[src/rtl/ser_dw_pkg.sv]
package ser_dw_pkg;
  typedef enum logic {
    WID_NARROW = 1'b0,
    WID_WIDE   = 1'b1
  } width_e;
endpackage

[src/rtl/ser_dw_rst_sync.sv]
module ser_dw_rst_sync (
  input  logic clk,
  input  logic rst_n,
  output logic rst_n_sync
);
  logic stg_q;

  // Assert asynchronously, release after two clock edges.
  always_ff @(posedge clk or negedge rst_n) begin
    if (!rst_n) begin
      stg_q      <= 1'b0;
      rst_n_sync <= 1'b0;
    end else begin
      stg_q      <= 1'b1;
      rst_n_sync <= stg_q;
    end
  end
endmodule

[src/rtl/ser_dw_latch.sv]
module ser_dw_latch
  import ser_dw_pkg::*;
#(
  parameter int               CHAR_W    = 10,
  parameter logic [CHAR_W-1:0] IDLE_CHAR = '0,
  localparam int              BUS_W     = 2 * CHAR_W
) (
  input  logic             clk,
  input  logic             rst_n,
  input  logic             cap_en,
  input  logic             wide_in,
  input  logic [BUS_W-1:0] bus_in,
  output width_e           lat_mode,
  output logic [BUS_W-1:0] lat_bus
);
  width_e           mode_d;
  logic [BUS_W-1:0] bus_d;

  always_comb begin
    mode_d = lat_mode;
    bus_d  = lat_bus;
    if (cap_en) begin
      mode_d = wide_in ? WID_WIDE : WID_NARROW;
      bus_d  = bus_in;
    end
  end

  always_ff @(posedge clk or negedge rst_n) begin
    if (!rst_n) begin
      lat_mode <= WID_NARROW;
      lat_bus  <= {IDLE_CHAR, {CHAR_W{1'b0}}};
    end else begin
      lat_mode <= mode_d;
      lat_bus  <= bus_d;
    end
  end

  // only an enabled tick moves the latch contents.
  a_r4_latch_hold: assert property (@(posedge clk) disable iff (!rst_n)
    !cap_en |=> $stable(lat_bus) && $stable(lat_mode));
  a_r4_latch_take: assert property (@(posedge clk) disable iff (!rst_n)
    cap_en |=> lat_bus == $past(bus_in));
endmodule

[src/rtl/ser_dw_shift.sv]
module ser_dw_shift
  import ser_dw_pkg::*;
#(
  parameter int               CHAR_W    = 10,
  parameter logic [CHAR_W-1:0] IDLE_CHAR = '0,
  localparam int              BUS_W     = 2 * CHAR_W
) (
  input  logic             clk,
  input  logic             rst_n,
  input  width_e           lat_mode,
  input  logic [BUS_W-1:0] lat_bus,
  output logic             ser_bit,
  output logic             word_clk,
  output logic             last_slot
);
  localparam int CNT_W  = $clog2(BUS_W);
  localparam int HALF_N = CHAR_W / 2;

  logic [BUS_W-1:0] sh_q, sh_d;
  logic [CNT_W-1:0] cnt_q, cnt_d, len_m1;
  width_e           mode_q, mode_d;
  logic             wclk_d, at_end;

  always_comb begin
    len_m1    = (mode_q == WID_WIDE) ? CNT_W'(BUS_W - 1) : CNT_W'(CHAR_W - 1);
    at_end    = (cnt_q == len_m1);
    last_slot = (mode_q == WID_NARROW) || (cnt_q >= CNT_W'(CHAR_W));
    if (at_end) begin
      cnt_d  = '0;
      mode_d = lat_mode;
      sh_d   = (lat_mode == WID_WIDE) ? lat_bus
             : {{CHAR_W{1'b0}}, lat_bus[BUS_W-1 -: CHAR_W]};
    end else begin
      cnt_d  = cnt_q + CNT_W'(1);
      mode_d = mode_q;
      sh_d   = {1'b0, sh_q[BUS_W-1:1]};
    end
    wclk_d = (mode_d == WID_WIDE) ? (cnt_d < CNT_W'(CHAR_W))
                                  : (cnt_d < CNT_W'(HALF_N));
  end

  always_ff @(posedge clk or negedge rst_n) begin
    if (!rst_n) begin
      sh_q     <= {{CHAR_W{1'b0}}, IDLE_CHAR};
      cnt_q    <= '0;
      mode_q   <= WID_NARROW;
      word_clk <= 1'b1;
    end else begin
      sh_q     <= sh_d;
      cnt_q    <= cnt_d;
      mode_q   <= mode_d;
      word_clk <= wclk_d;
    end
  end

  assign ser_bit = sh_q[0];

  // within a word the position advances by exactly one each bit time.
  a_r5_no_gap: assert property (@(posedge clk) disable iff (!rst_n)
    (cnt_q != '0) |-> cnt_q == $past(cnt_q) + CNT_W'(1));
  // width of a word in flight never changes.
  a_r6_mode_hold: assert property (@(posedge clk) disable iff (!rst_n)
    (cnt_q != '0) |-> $stable(mode_q));
  // bits leave in ascending order.
  a_r3_ascending: assert property (@(posedge clk) disable iff (!rst_n)
    (cnt_q != '0) |-> ser_bit == $past(sh_q[1]));
  // the word clock only rises at a word start.
  a_r9_wclk_rise: assert property (@(posedge clk) disable iff (!rst_n)
    $rose(word_clk) |-> cnt_q == '0);
endmodule

[src/rtl/ser_dw_oe_gate.sv]
module ser_dw_oe_gate #(
  parameter int NUM_OUT = 2
) (
  input  logic               ser_bit,
  input  logic [NUM_OUT-1:0] oe,
  output logic [NUM_OUT-1:0] ser_out
);
  for (genvar k = 0; k < NUM_OUT; k++) begin : g_lane
    assign ser_out[k] = oe[k] & ser_bit;
  end
endmodule

[src/rtl/ser_dw_tx.sv]
module ser_dw_tx
  import ser_dw_pkg::*;
#(
  parameter int               CHAR_W    = 10,
  parameter int               NUM_OUT   = 2,
  parameter logic [CHAR_W-1:0] IDLE_CHAR = 10'h17C,
  localparam int              BUS_W     = 2 * CHAR_W
) (
  input  logic               clk,
  input  logic               rst_n,
  input  logic               ref_tick,
  input  logic               wide_sel,
  input  logic [BUS_W-1:0]   par_data,
  input  logic [NUM_OUT-1:0] oe,
  output logic [NUM_OUT-1:0] ser_out,
  output logic               word_clk
);
  logic             rst_n_i;
  logic             cap_en, last_slot, ser_bit;
  width_e           lat_mode;
  logic [BUS_W-1:0] lat_bus;

  ser_dw_rst_sync u_rst (
    .clk        (clk),
    .rst_n      (rst_n),
    .rst_n_sync (rst_n_i)
  );

  assign cap_en = ref_tick & last_slot;

  ser_dw_latch #(.CHAR_W(CHAR_W), .IDLE_CHAR(IDLE_CHAR)) u_latch (
    .clk      (clk),
    .rst_n    (rst_n_i),
    .cap_en   (cap_en),
    .wide_in  (wide_sel),
    .bus_in   (par_data),
    .lat_mode (lat_mode),
    .lat_bus  (lat_bus)
  );

  ser_dw_shift #(.CHAR_W(CHAR_W), .IDLE_CHAR(IDLE_CHAR)) u_shift (
    .clk       (clk),
    .rst_n     (rst_n_i),
    .lat_mode  (lat_mode),
    .lat_bus   (lat_bus),
    .ser_bit   (ser_bit),
    .word_clk  (word_clk),
    .last_slot (last_slot)
  );

  ser_dw_oe_gate #(.NUM_OUT(NUM_OUT)) u_gate (
    .ser_bit (ser_bit),
    .oe      (oe),
    .ser_out (ser_out)
  );
endmodule

[config.mk]
export PLATFORM = sky130hd
export DESIGN_NAME = ser_dw_tx
export DESIGN_NICKNAME = d
export VERILOG_FILES = /design/src/rtl/ser_dw_pkg.sv /design/src/rtl/ser_dw_rst_sync.sv /design/src/rtl/ser_dw_latch.sv /design/src/rtl/ser_dw_shift.sv /design/src/rtl/ser_dw_oe_gate.sv /design/src/rtl/ser_dw_tx.sv
export SDC_FILE = /design/constraint.sdc
export NUM_CORES = 1
export LEC_CHECK = 0
export BUFFER_PORTS_ARGS = -buffer_cell sky130_fd_sc_hd__buf_4
export CAP_MARGIN = 10
export CORE_AREA = 2 2 72 74
export CTS_CLUSTER_SIZE = 10
export DETAILED_ROUTE_END_ITERATION = 8
export DIE_AREA = 0 0 74 76
export SYNTH_ARGS = -nofsm -noshare
export SYNTH_HDL_FRONTEND = slang
export SYNTH_SLANG_ARGS = --single-unit
[constraint.sdc]
create_clock -name clk -period 2.85 [get_ports clk]
set_clock_uncertainty 0.15 [all_clocks]
set_input_delay 0.57 -clock clk [delete_from_list [all_inputs] [get_ports clk]]
set_output_delay 0.57 -clock clk [all_outputs]
set_load 0.005 [all_outputs]
==> results.py, run 1 <==
metrics = {
    "status": {
        "run_status": "complete, no violations",
    },
    "worst_hold_path": {
        "hold_path.class": "reg -> reg",
    },
    "logic_synthesis": {
        "synth.top_cell.area_share": 0.434,
        "syn-num-nets": 197,
        "synth_area_leader_cell": "dfrtp_1",
        "synth.area.mux_share": 0.160,
        "synthFlopType": "dfrtp_1",
        "netlist_instances": 169,
        "synth_enable_flop_cells": 0,
        "syn-cell-area_mm2": 0.00213,
        "synth.avg_cell_area_um2": 12.6,
        "synth_seq_area_share": 0.594,
        "synthXorXnorAreaFrac": 0.0123,
        "synth_top_family_by_area": "multiplexers",
        "synthAdderAreaFrac": 0.0117,
        "ys_types": 33,
        "synth_compound_area_frac": 0.0587,
        "synth_area_leaders": "dfrtp_1 43%, dfstp_2 16%, mux2_2 11%",
        "ys_ff_latch": 50,
        "synthArstFlopShare": 1.00,
        "synth_warnings": 0,
        "synthSimpleGateAreaFrac": 0.122,
    },
    "cts": {
        "cts_hold_buf": 1,
        "ctsResizeCount": 0,
        "path_clk_slew_ns": 0.09,
        "cts_made_buffers": 5,
        "cts_buffer_depth": 2,
        "htree_levels": 2,
        "cts_setup_buffers": 0,
        "cts_root_buf": "clkbuf_8",
        "cts_sinks": 50,
        "clk_latency_ns": 0.30,
        "cts_tree": "yes",
    },
    "power_and_ir_drop": {
        "clkPwrFrac": 0.189,
        "p_int_mw": 1.55,
        "seqPwrFrac": 0.573,
        "switchingPower_mw": 0.671,
        "powerDensity_mw_per_mm2": 902,
        "p_leak_nw": 1.14,
        "swShare": 0.302,
        "vdd_drop_max_v": 0.000395,
        "comb_power_share": 0.238,
    },
    "timing": {
        "worst_slew_pin_slew_ns": 1.02,
        "drv_slew": 0,
        "grt_setup_unrepaired": "false",
        "fin_crit_sh": 0.735,
        "finalSetupViolCount": 0,
        "maxSlewHeadroom": 0.319,
        "period_needed_ns": 2.09,
        "hold_viol": 0,
        "setup_tns_ns": 0,
        "fmax_mhz": 477,
    },
    "drt": {
        "drc_errors": 0,
        "postRouteWirelength_mm": 3.60,
        "wl_met2_mm": 1.79,
        "vias": 1288,
        "antenna_left": 0,
        "wl_met1_mm": 1.55,
        "dr.first_iter.drc_count": 76,
        "top_layer_used": "met4",
        "route.met3.wl_um": 192,
        "post_drt_wl_per_cell_um": 13.4,
        "viasPerCell": 4.81,
        "firstDrtPassIters": 2,
    },
    "die": {
        "ios": 29,
        "coreArea_mm2": 0.00491,
        "std_cell_rows": 26,
        "start_util": 0.434,
        "die_w_um": 74,
        "die_h_um": 76,
        "dieArea_mm2": 0.00562,
    },
    "setup_path": {
        "cp_max_fo": 21,
        "regToRegSetupSlack_ns": 0.76,
        "cp_num_buf_inv": 0,
        "path_class": "reg -> reg",
        "path_delay_family": "simple AND/OR/NAND/NOR gates",
        "max_stage_delay_ns": 0.48,
        "cp.arrival_ns": 2.13,
        "cp_cell_sequence": "ha_1, o31ai_1, nand3b_1, nand2_2, mux2_2",
        "cp-end-kind": "flop",
        "critPathSlowestCell": "dfrtp_1",
        "cp_data_required_time_ns": 2.89,
        "worst_setup_path_start_kind": "flop",
    },
    "placement": {
        "dp.cells": 259,
        "placed_area_mm2": 0.00236,
        "place.gp.congestion": 0.811,
        "dp_hpwl_mm": 2.37,
        "io_buffers": 28,
    },
    "global_routing": {
        "grt_pass1_wl_mm": 6.19,
        "grt_pass1_vias": 1342,
        "grt_overflow": 0,
        "grt_max_degree": 49,
        "grt_antenna_before_repair": 0,
        "track_usage": 0.143,
    },
    "finish": {
        "n_antenna_cell": 0,
        "design_area_mm2": 0.00246,
        "final_cells": 268,
        "final_nets": 225,
        "drive_gt1_frac": 0.389,
        "areaGrowthSynthToFinish_pct": 15.6,
        "fillers": 461,
    },
    "flow_run": {
        "maxCapViolCount": 0,
    },
}
-- through the flow --
| step | util | worst slack (ns) | hold WS, ns | power [mW] |
|---|---|---|---|---|
| finish | 0.502 | 0.755 | 0.211 | 2.22 |
| global route | 0.502 | 0.594 | 0.235 | 2.38 |
| CTS | 0.502 | 0.736 | 0.216 | 2.25 |
| detailed placement | 0.481 | 0.750 | 0.194 | 1.83 |
| global placement | 0.481 | 0.831 | 0.188 | 1.79 |
| floorplan | - | 1.09 | 0.124 | 1.67 |
-- cell families (layout without fill, tap and decap cells) --
kind of cell | count (synthesis) | count (layout)
AOI/OAI and AO/OA | 18 | 18
xor gates and xnor gates | 3 | 3
adders and majority gates | 2 | 2
buffers and inverters | 11 | 40
DFF | 50 | 50
muxes | 31 | 31
other | 1 | 1
and+or+nand+nor | 53 | 53
-- synth_stat cells (2+ instances only) --
master	instances
and2_1	2
buf_6	5
clkbuf_1	2
dfrtp_1	37
dfstp_2	13
ha_1	2
inv_1	2
mux2_2	20
mux2i_1	10
nand2_1	30
nand3_1	11
nor2_1	4
o21ai_0	9
o21ai_2	2
xor2_1	2
-- final cells by class --
| class | count | area, um^2 | area share |
|---|---|---|---|
| Timing Repair Buffer | 30 | 228 | 0.0924 |
| Tap cell | 70 | 87.6 | 0.0356 |
| Clock inverter | 1 | 5.00 | 0.00203 |
| Clock buffer | 7 | 86.3 | 0.0350 |
| Inverter | 2 | 7.51 | 0.00305 |
| Multi-Input combinational cell | 108 | 781 | 0.317 |
| Sequential cell | 50 | 1270 | 0.515 |
-- flip-flops by register name (all words and copies together) (netlist names) --
signal            cells
u_rst.rst_n_sync      1
u_latch.lat_bus      20
u_rst.stg_q           1
u_shift.word_clk      1
u_shift.sh_q         20
u_latch.lat_mode      1
u_shift.cnt_q         5
u_shift.mode_q        1
-- power by group through the flow --
stage	registers, mW	clock network, mW	logic [mW]
floorplan	1.18	0	0.498
global placement	1.28	0	0.511
detailed placement	1.30	0	0.534
CTS	1.28	0.434	0.538
global route	1.32	0.466	0.595
finish	1.27	0.419	0.528
-- path summary, 6_finish.rpt --
kind | cells past startpoint | start | endpoint
setup / recovery | 5 | u_shift.cnt_q[1]$_DFF_PN0_ | u_latch.lat_bus[8]$_DFFE_PN0P_
hold / removal | 0 | u_rst.stg_q$_DFF_PN0_ | u_rst.rst_n_sync$_DFF_PN0_
setup reg to reg | 5 | u_shift.cnt_q[1]$_DFF_PN0_ | u_latch.lat_bus[8]$_DFFE_PN0P_
hold reg to reg | 0 | u_rst.stg_q$_DFF_PN0_ | u_rst.rst_n_sync$_DFF_PN0_
max in group asynchronous | 0 | u_rst.rst_n_sync$_DFF_PN0_ | u_shift.sh_q[16]$_DFF_PN0_
min in group asynchronous | 0 | u_rst.rst_n_sync$_DFF_PN0_ | u_shift.cnt_q[0]$_DFF_PN0_
-- cells in the final DEF (no fill, tap or decap) --
master,instances
and2_1,2
dfstp_2,13
inv_1,2
o21ai_1,1
mux2_2,20
conb_1,1
clkbuf_1,1
and3_1,1
nor2_1,4
clkbuf_8,6
nand2_2,1
o41a_1,1
buf_4,29
nand2_1,30
a21o_1,1
clkinv_2,1
nor4b_4,1
a41oi_1,1
a211oi_1,1
xnor2_1,1
dfrtp_2,1
o21ai_2,2
and4b_4,1
dfrtp_1,36
ha_1,2
nand3_1,11
o31ai_1,1
mux2_4,1
o21a_4,1
nand3b_1,1
and2b_1,1
mux2i_1,10
xor2_1,2
dlygate4sd3_1,1
o21ai_0,9
-- layer usage --
layer,global-route usage,vias up
li1,-,625
met1,0.173,631
met2,0.230,27
met3,0.0489,5
met4,0.0600,0
met5,0,-
(Power assumes the default switching activity.)
==> inputs of run 2 (changes only) <==
--- a/config.mk
+++ b/config.mk
@@ -11,6 +11,7 @@
 export CTS_CLUSTER_SIZE = 10
 export DETAILED_ROUTE_END_ITERATION = 8
 export DIE_AREA = 0 0 74 76
+export PLACE_DENSITY = 0.66
 export SYNTH_ARGS = -nofsm -noshare
 export SYNTH_HDL_FRONTEND = slang
 export SYNTH_SLANG_ARGS = --single-unit
==> constraint.sdc (replaced) <==
create_clock -name clk -period 1.9 [get_ports clk]
set_clock_uncertainty 0.15 [all_clocks]
set_input_delay 0.38 -clock clk [delete_from_list [all_inputs] [get_ports clk]]
set_output_delay 0.38 -clock clk [all_outputs]
set_load 0.005 [all_outputs]
==> run 2 against run 1 <==
  * Core utilization is 2.3 points higher
  * Sequential share of layout area down 2.3 points
  * Non-clock buffer count up 6
  * Via count rose by 1.9%
  * Cell count is 2.2% higher
  * Global-route usage barely moved
  * Sequential power grew 41%
  * Flip-flop and latch count unchanged
  * Maximum frequency up 18%
  * Critical path type unchanged
==> results.py, run 2 (synthesis gave the netlist of run 1 again) <==
metrics = {
    "status": {
        "run_status": "complete, no violations",
    },
    "setup_path": {
        "cp_max_fo": 21,
        "cp_cell_sequence": "inv_1, ha_1, o31ai_1, nand3b_1, nand2_2, buf_12, mux2_2",
        "cp-end-kind": "flop",
        "ff2ff_path_depth": 7,
        "crit_cells": 7,
        "cp_data_required_time_ns": 1.93,
        "cp_num_buf_inv": 2,
        "worst_setup_path_start_kind": "flop",
        "max_stage_delay_ns": 0.36,
        "cp.arrival_ns": 1.80,
        "path_class": "reg -> reg",
        "path_delay_family": "flip-flops",
        "critPathSlowestCell": "dfrtp_1",
    },
    "drt": {
        "postRouteWirelength_mm": 3.53,
        "post_drt_wl_per_cell_um": 12.9,
        "viasPerCell": 4.79,
        "firstDrtPassIters": 4,
        "antenna_left": 0,
        "vias": 1313,
        "drc_errors": 0,
        "dr.first_iter.drc_count": 135,
    },
    "timing": {
        "fmax_mhz": 564,
        "finalSetupViolCount": 0,
        "grt_setup_unrepaired": "false",
        "drv_slew": 0,
        "fin_crit_sh": 0.933,
        "period_needed_ns": 1.77,
        "hold_viol": 0,
        "setup_tns_ns": 0,
    },
    "placement": {
        "dp.cells": 264,
        "dp_hpwl_mm": 2.41,
        "io_buffers": 28,
        "place.gp.congestion": 0.675,
    },
    "cts": {
        "htree_levels": 2,
        "path_clk_slew_ns": 0.09,
        "clk_latency_ns": 0.30,
        "cts_made_buffers": 5,
        "cts_root_buf": "clkbuf_8",
        "cts_sinks": 50,
        "cts_buffer_depth": 2,
        "cts_tree": "yes",
        "ctsResizeCount": 0,
    },
    "global_routing": {
        "grt_pass1_wl_mm": 6.18,
        "track_usage": 0.143,
        "grt_pass1_vias": 1402,
        "grt_max_degree": 42,
        "grt_overflow": 0,
        "grt_antenna_before_repair": 0,
    },
    "flow_run": {
        "maxCapViolCount": 0,
    },
    "die": {
        "coreArea_mm2": 0.00491,
        "start_util": 0.434,
        "die_h_um": 76,
        "die_w_um": 74,
        "ios": 29,
        "std_cell_rows": 26,
        "dieArea_mm2": 0.00562,
    },
    "finish": {
        "fillers": 427,
        "drive_gt1_frac": 0.407,
        "areaGrowthSynthToFinish_pct": 21.0,
        "final_nets": 231,
        "n_antenna_cell": 0,
        "final_cell_mix": "36 x dfrtp_1, 31 x buf_4, 30 x nand2_1",
        "final_cells": 274,
        "reg_top3": "u_latch.lat_bus (20), u_shift.sh_q (20), u_shift.cnt_q (5)",
        "layout_commonest_cell": "dfrtp_1",
    },
    "power_and_ir_drop": {
        "p_leak_nw": 1.20,
        "vdd_drop_max_v": 0.000577,
        "powerDensity_mw_per_mm2": 1380,
    },
    "worst_hold_path": {
        "hold_path.class": "reg -> async",
    },
}
[run 2: changes by cell type in the layout (fill, tap and decap cells not counted)]
cell           change
clkinv_2           -1
bufinv_16          +1
buf_12             +3
clkbuf_1           -1
dlygate4sd3_1      +1
inv_6              +1
buf_4              +2
[run 2: where the power goes]
part | internal [mW] | switching, mW
combinational | 0.547 | 0.433
clock | 0.433 | 0.342
sequential | 1.54 | 0.253
total | 2.52 | 1.03
[run 2: worst paths after layout]
kind,start,endpoint,slack (ns)
max,u_shift.cnt_q[0]$_DFF_PN0_,u_latch.lat_bus[19]$_DFFE_PN0P_,0.13
min,u_rst.rst_n_sync$_DFF_PN0_,u_shift.word_clk$_DFF_PN1_,0.09
max reg2reg,u_shift.cnt_q[0]$_DFF_PN0_,u_latch.lat_bus[19]$_DFFE_PN0P_,0.13
min reg2reg,u_rst.rst_n_sync$_DFF_PN0_,u_shift.word_clk$_DFF_PN1_,0.09
max in group asynchronous,u_rst.rst_n_sync$_DFF_PN0_,u_shift.cnt_q[0]$_DFF_PN0_,0.79
min in group clk,par_data[5],u_latch.lat_bus[5]$_DFFE_PN0P_,0.16
[run 2: final cells by class]
type	count	area, um^2	share of cell area
Sequential cell	50	1270	0.492
Multi-Input combinational cell	108	781	0.303
Timing Repair Buffer	36	313	0.121
Tap cell	70	87.6	0.0340
Clock buffer	6	82.6	0.0320
Clock inverter	2	38.8	0.0150
Inverter	2	7.51	0.00291
[run 2: worst reg2reg max path, stage by stage (launching register included)]
cell      delay (ns)
dfrtp_1         0.36
inv_1           0.05
ha_1            0.18
o31ai_1         0.19
nand3b_1        0.11
nand2_2         0.10
buf_12          0.16
mux2_2          0.36
[run 2: what timing repair did]
| action | CTS | global route |
|---|---|---|
| endpoints found under the hold margin | 8 | 0 |
| hold buffers | 2 | 0 |
| setup buffers | 0 | 0 |
[run 2: per-stage QoR]
step / power, mW / setup WS (ns) / area [um^2] / hold WS [ns] / util
finish: 3.55 / 0.128 / 2580 / 0.0909 / 0.525
global route: 3.80 / 0.0365 / 2580 / 0.107 / 0.525
detailed placement: 2.81 / 0.130 / 2440 / -0.0309 / 0.496
CTS: 3.59 / 0.114 / 2580 / 0.0979 / 0.525
global placement: 2.73 / 0.178 / 2440 / -0.0360 / 0.496
floorplan: 2.51 / 0.136 / 2130 / -0.0656 / -
[run 2: routing by layer]
metal	share of wire	wire length, um	GRT usage
met1	0.43	1530	0.178
met2	0.50	1770	0.225
met3	0.047	165	0.0476
met4	0.017	60	0.0618
met5	0	0	0
==> inputs of run 3 (changes only) <==
--- a/config.mk
+++ b/config.mk
@@ -11,6 +11,7 @@
 export CTS_CLUSTER_SIZE = 10
 export DETAILED_ROUTE_END_ITERATION = 8
 export DIE_AREA = 0 0 74 76
+export MAX_ROUTING_LAYER = met4
 export PLACE_DENSITY = 0.66
 export SYNTH_ARGS = -nofsm -noshare
 export SYNTH_HDL_FRONTEND = slang
==> run 3 against run 2 <==
  * Via count fell by 0.46%
  * Combinational power about the same
  * Clock-buffer cell count did not move
  * Non-clock buffer count unchanged
  * Clock power barely moved
  * Core utilization unchanged
  * Cell count unchanged
  * Setup slack barely moved
  * Critical path type unchanged
==> results.py, run 3 (synthesis gave the netlist of run 1 again) <==
metrics = {
    "setup_path": {
        "cp-endpoint": "u_latch.lat_bus[19]$_DFFE_PN0P_",
        "path_delay_family": "flip-flops",
        "r2r_end": "u_latch.lat_bus[19]$_DFFE_PN0P_",
        "critPathSlowestCell": "dfrtp_1",
        "cp_data_required_time_ns": 1.93,
        "cp_cell_sequence": "inv_1, ha_1, o31ai_1, nand3b_1, nand2_2, buf_12, mux2_2",
        "r2r-start": "u_shift.cnt_q[0]$_DFF_PN0_",
        "ff2ff_path_depth": 7,
        "path_class": "reg -> reg",
        "cp.arrival_ns": 1.80,
        "crit_cells": 7,
        "regToRegSetupSlack_ns": 0.13,
        "worst_setup_path_start_kind": "flop",
        "cp-startpoint": "u_shift.cnt_q[0]$_DFF_PN0_",
        "cp-end-kind": "flop",
        "cp_max_fo": 21,
        "cp_num_buf_inv": 2,
        "max_stage_delay_ns": 0.36,
    },
    "placement": {
        "place.gp.congestion": 0.682,
        "io_buffers": 28,
        "dp.cells": 264,
        "dp_hpwl_mm": 2.41,
        "placed_area_mm2": 0.00244,
    },
    "finish": {
        "fin_util": 0.525,
        "multi_input_area_um2": 781,
        "design_area_mm2": 0.00258,
        "reg_top3": "u_latch.lat_bus (20), u_shift.sh_q (20), u_shift.cnt_q (5)",
        "final_cells": 274,
        "fillers": 427,
        "final_nets": 231,
        "areaGrowthSynthToFinish_pct": 21.0,
        "final_cell_mix": "36 x dfrtp_1, 31 x buf_4, 30 x nand2_1",
        "n_antenna_cell": 0,
        "drive_gt1_frac": 0.407,
        "layout_commonest_cell": "dfrtp_1",
        "regArea_mm2": 0.00127,
    },
    "drt": {
        "wl_met2_mm": 1.77,
        "post_drt_wl_per_cell_um": 12.8,
        "firstDrtPassIters": 4,
        "top_layer_used": "met4",
        "antenna_left": 0,
        "drc_errors": 0,
        "vias": 1307,
        "route.met3.wl_um": 165,
        "viasPerCell": 4.77,
        "wl_met1_mm": 1.52,
        "dr.first_iter.drc_count": 139,
        "postRouteWirelength_mm": 3.51,
    },
    "die": {
        "std_cell_rows": 26,
        "ios": 29,
        "die_h_um": 76,
        "die_w_um": 74,
        "dieArea_mm2": 0.00562,
        "start_util": 0.434,
        "coreArea_mm2": 0.00491,
    },
    "global_routing": {
        "grt_antenna_before_repair": 0,
        "grt_overflow": 0,
        "grt_pass1_wl_mm": 6.19,
        "grt_pass1_vias": 1403,
        "grt_max_degree": 42,
        "track_usage": 0.147,
    },
    "cts": {
        "path_clk_slew_ns": 0.09,
        "cts_made_buffers": 5,
        "cts_sinks": 50,
        "cts_buffer_depth": 2,
        "cts_hold_buf": 2,
        "cts_setup_buffers": 0,
        "htree_levels": 2,
        "cts_tree": "yes",
        "clk_latency_ns": 0.30,
        "cts_root_buf": "clkbuf_8",
        "ctsResizeCount": 0,
    },
    "timing": {
        "grt_setup_unrepaired": "false",
        "fmax_mhz": 564,
        "drv_slew": 0,
        "hold_viol": 0,
        "period_needed_ns": 1.77,
        "finalSetupViolCount": 0,
        "setup_tns_ns": 0,
        "fin_crit_sh": 0.933,
    },
    "status": {
        "run_status": "complete, no violations",
    },
    "power_and_ir_drop": {
        "vdd_drop_max_v": 0.000575,
        "clkPwrFrac": 0.218,
        "powerDensity_mw_per_mm2": 1380,
        "p_leak_nw": 1.20,
        "p_int_mw": 2.52,
        "switchingPower_mw": 1.03,
        "seqPwrFrac": 0.506,
        "comb_power_share": 0.276,
        "swShare": 0.290,
    },
    "flow_run": {
        "maxCapViolCount": 0,
    },
    "worst_hold_path": {
        "hold_path.class": "reg -> async",
    },
}
run 3: cell counts in the layout (fill, tap and decap cells not counted):
No cell type changed its count.
run 3: power by group through the flow:
stage	sequential [mW]	combinational, mW	clock, mW
2_1_floorplan	1.76	0.748	0
3_3_place_gp	1.80	0.935	0
3_5_place_dp	1.82	0.988	0
4_1_cts	1.80	0.992	0.806
5_1_grt	1.86	1.10	0.848
6_report	1.79	0.979	0.774
run 3: cell type report:
cell class,instances,share of cell area
Multi-Input combinational cell,108,0.303
Inverter,2,0.00291
Tap cell,70,0.0340
Clock buffer,6,0.0320
Clock inverter,2,0.0150
Timing Repair Buffer,36,0.121
Sequential cell,50,0.492
run 3: worst min path at each step:
stage	start	to
after floorplan	rst_n	u_rst.rst_n_sync$_DFF_PN0_
after detailed placement	u_rst.rst_n_sync$_DFF_PN0_	u_shift.cnt_q[4]$_DFF_PN0_
after CTS	u_rst.rst_n_sync$_DFF_PN0_	u_shift.word_clk$_DFF_PN1_
after global placement	u_rst.rst_n_sync$_DFF_PN0_	u_shift.cnt_q[4]$_DFF_PN0_
final	u_rst.rst_n_sync$_DFF_PN0_	u_shift.word_clk$_DFF_PN1_
after global routing	u_rst.rst_n_sync$_DFF_PN0_	u_shift.word_clk$_DFF_PN1_
run 3: stage by stage:
step                      power (mW)  worst slack [ns]  hold WS (ns)
final                           3.55             0.128        0.0909
after global routing            3.80            0.0365         0.107
after CTS                       3.59             0.114        0.0979
after detailed placement        2.81             0.130       -0.0309
after global placement          2.73             0.178       -0.0360
after floorplan                 2.51             0.136       -0.0656
run 3: metal layers:
metal | GRT usage | up-vias
met5 | - | -
met4 | 0.0618 | 0
met3 | 0.0476 | 5
met2 | 0.227 | 28
met1 | 0.177 | 631
li1 | - | 643
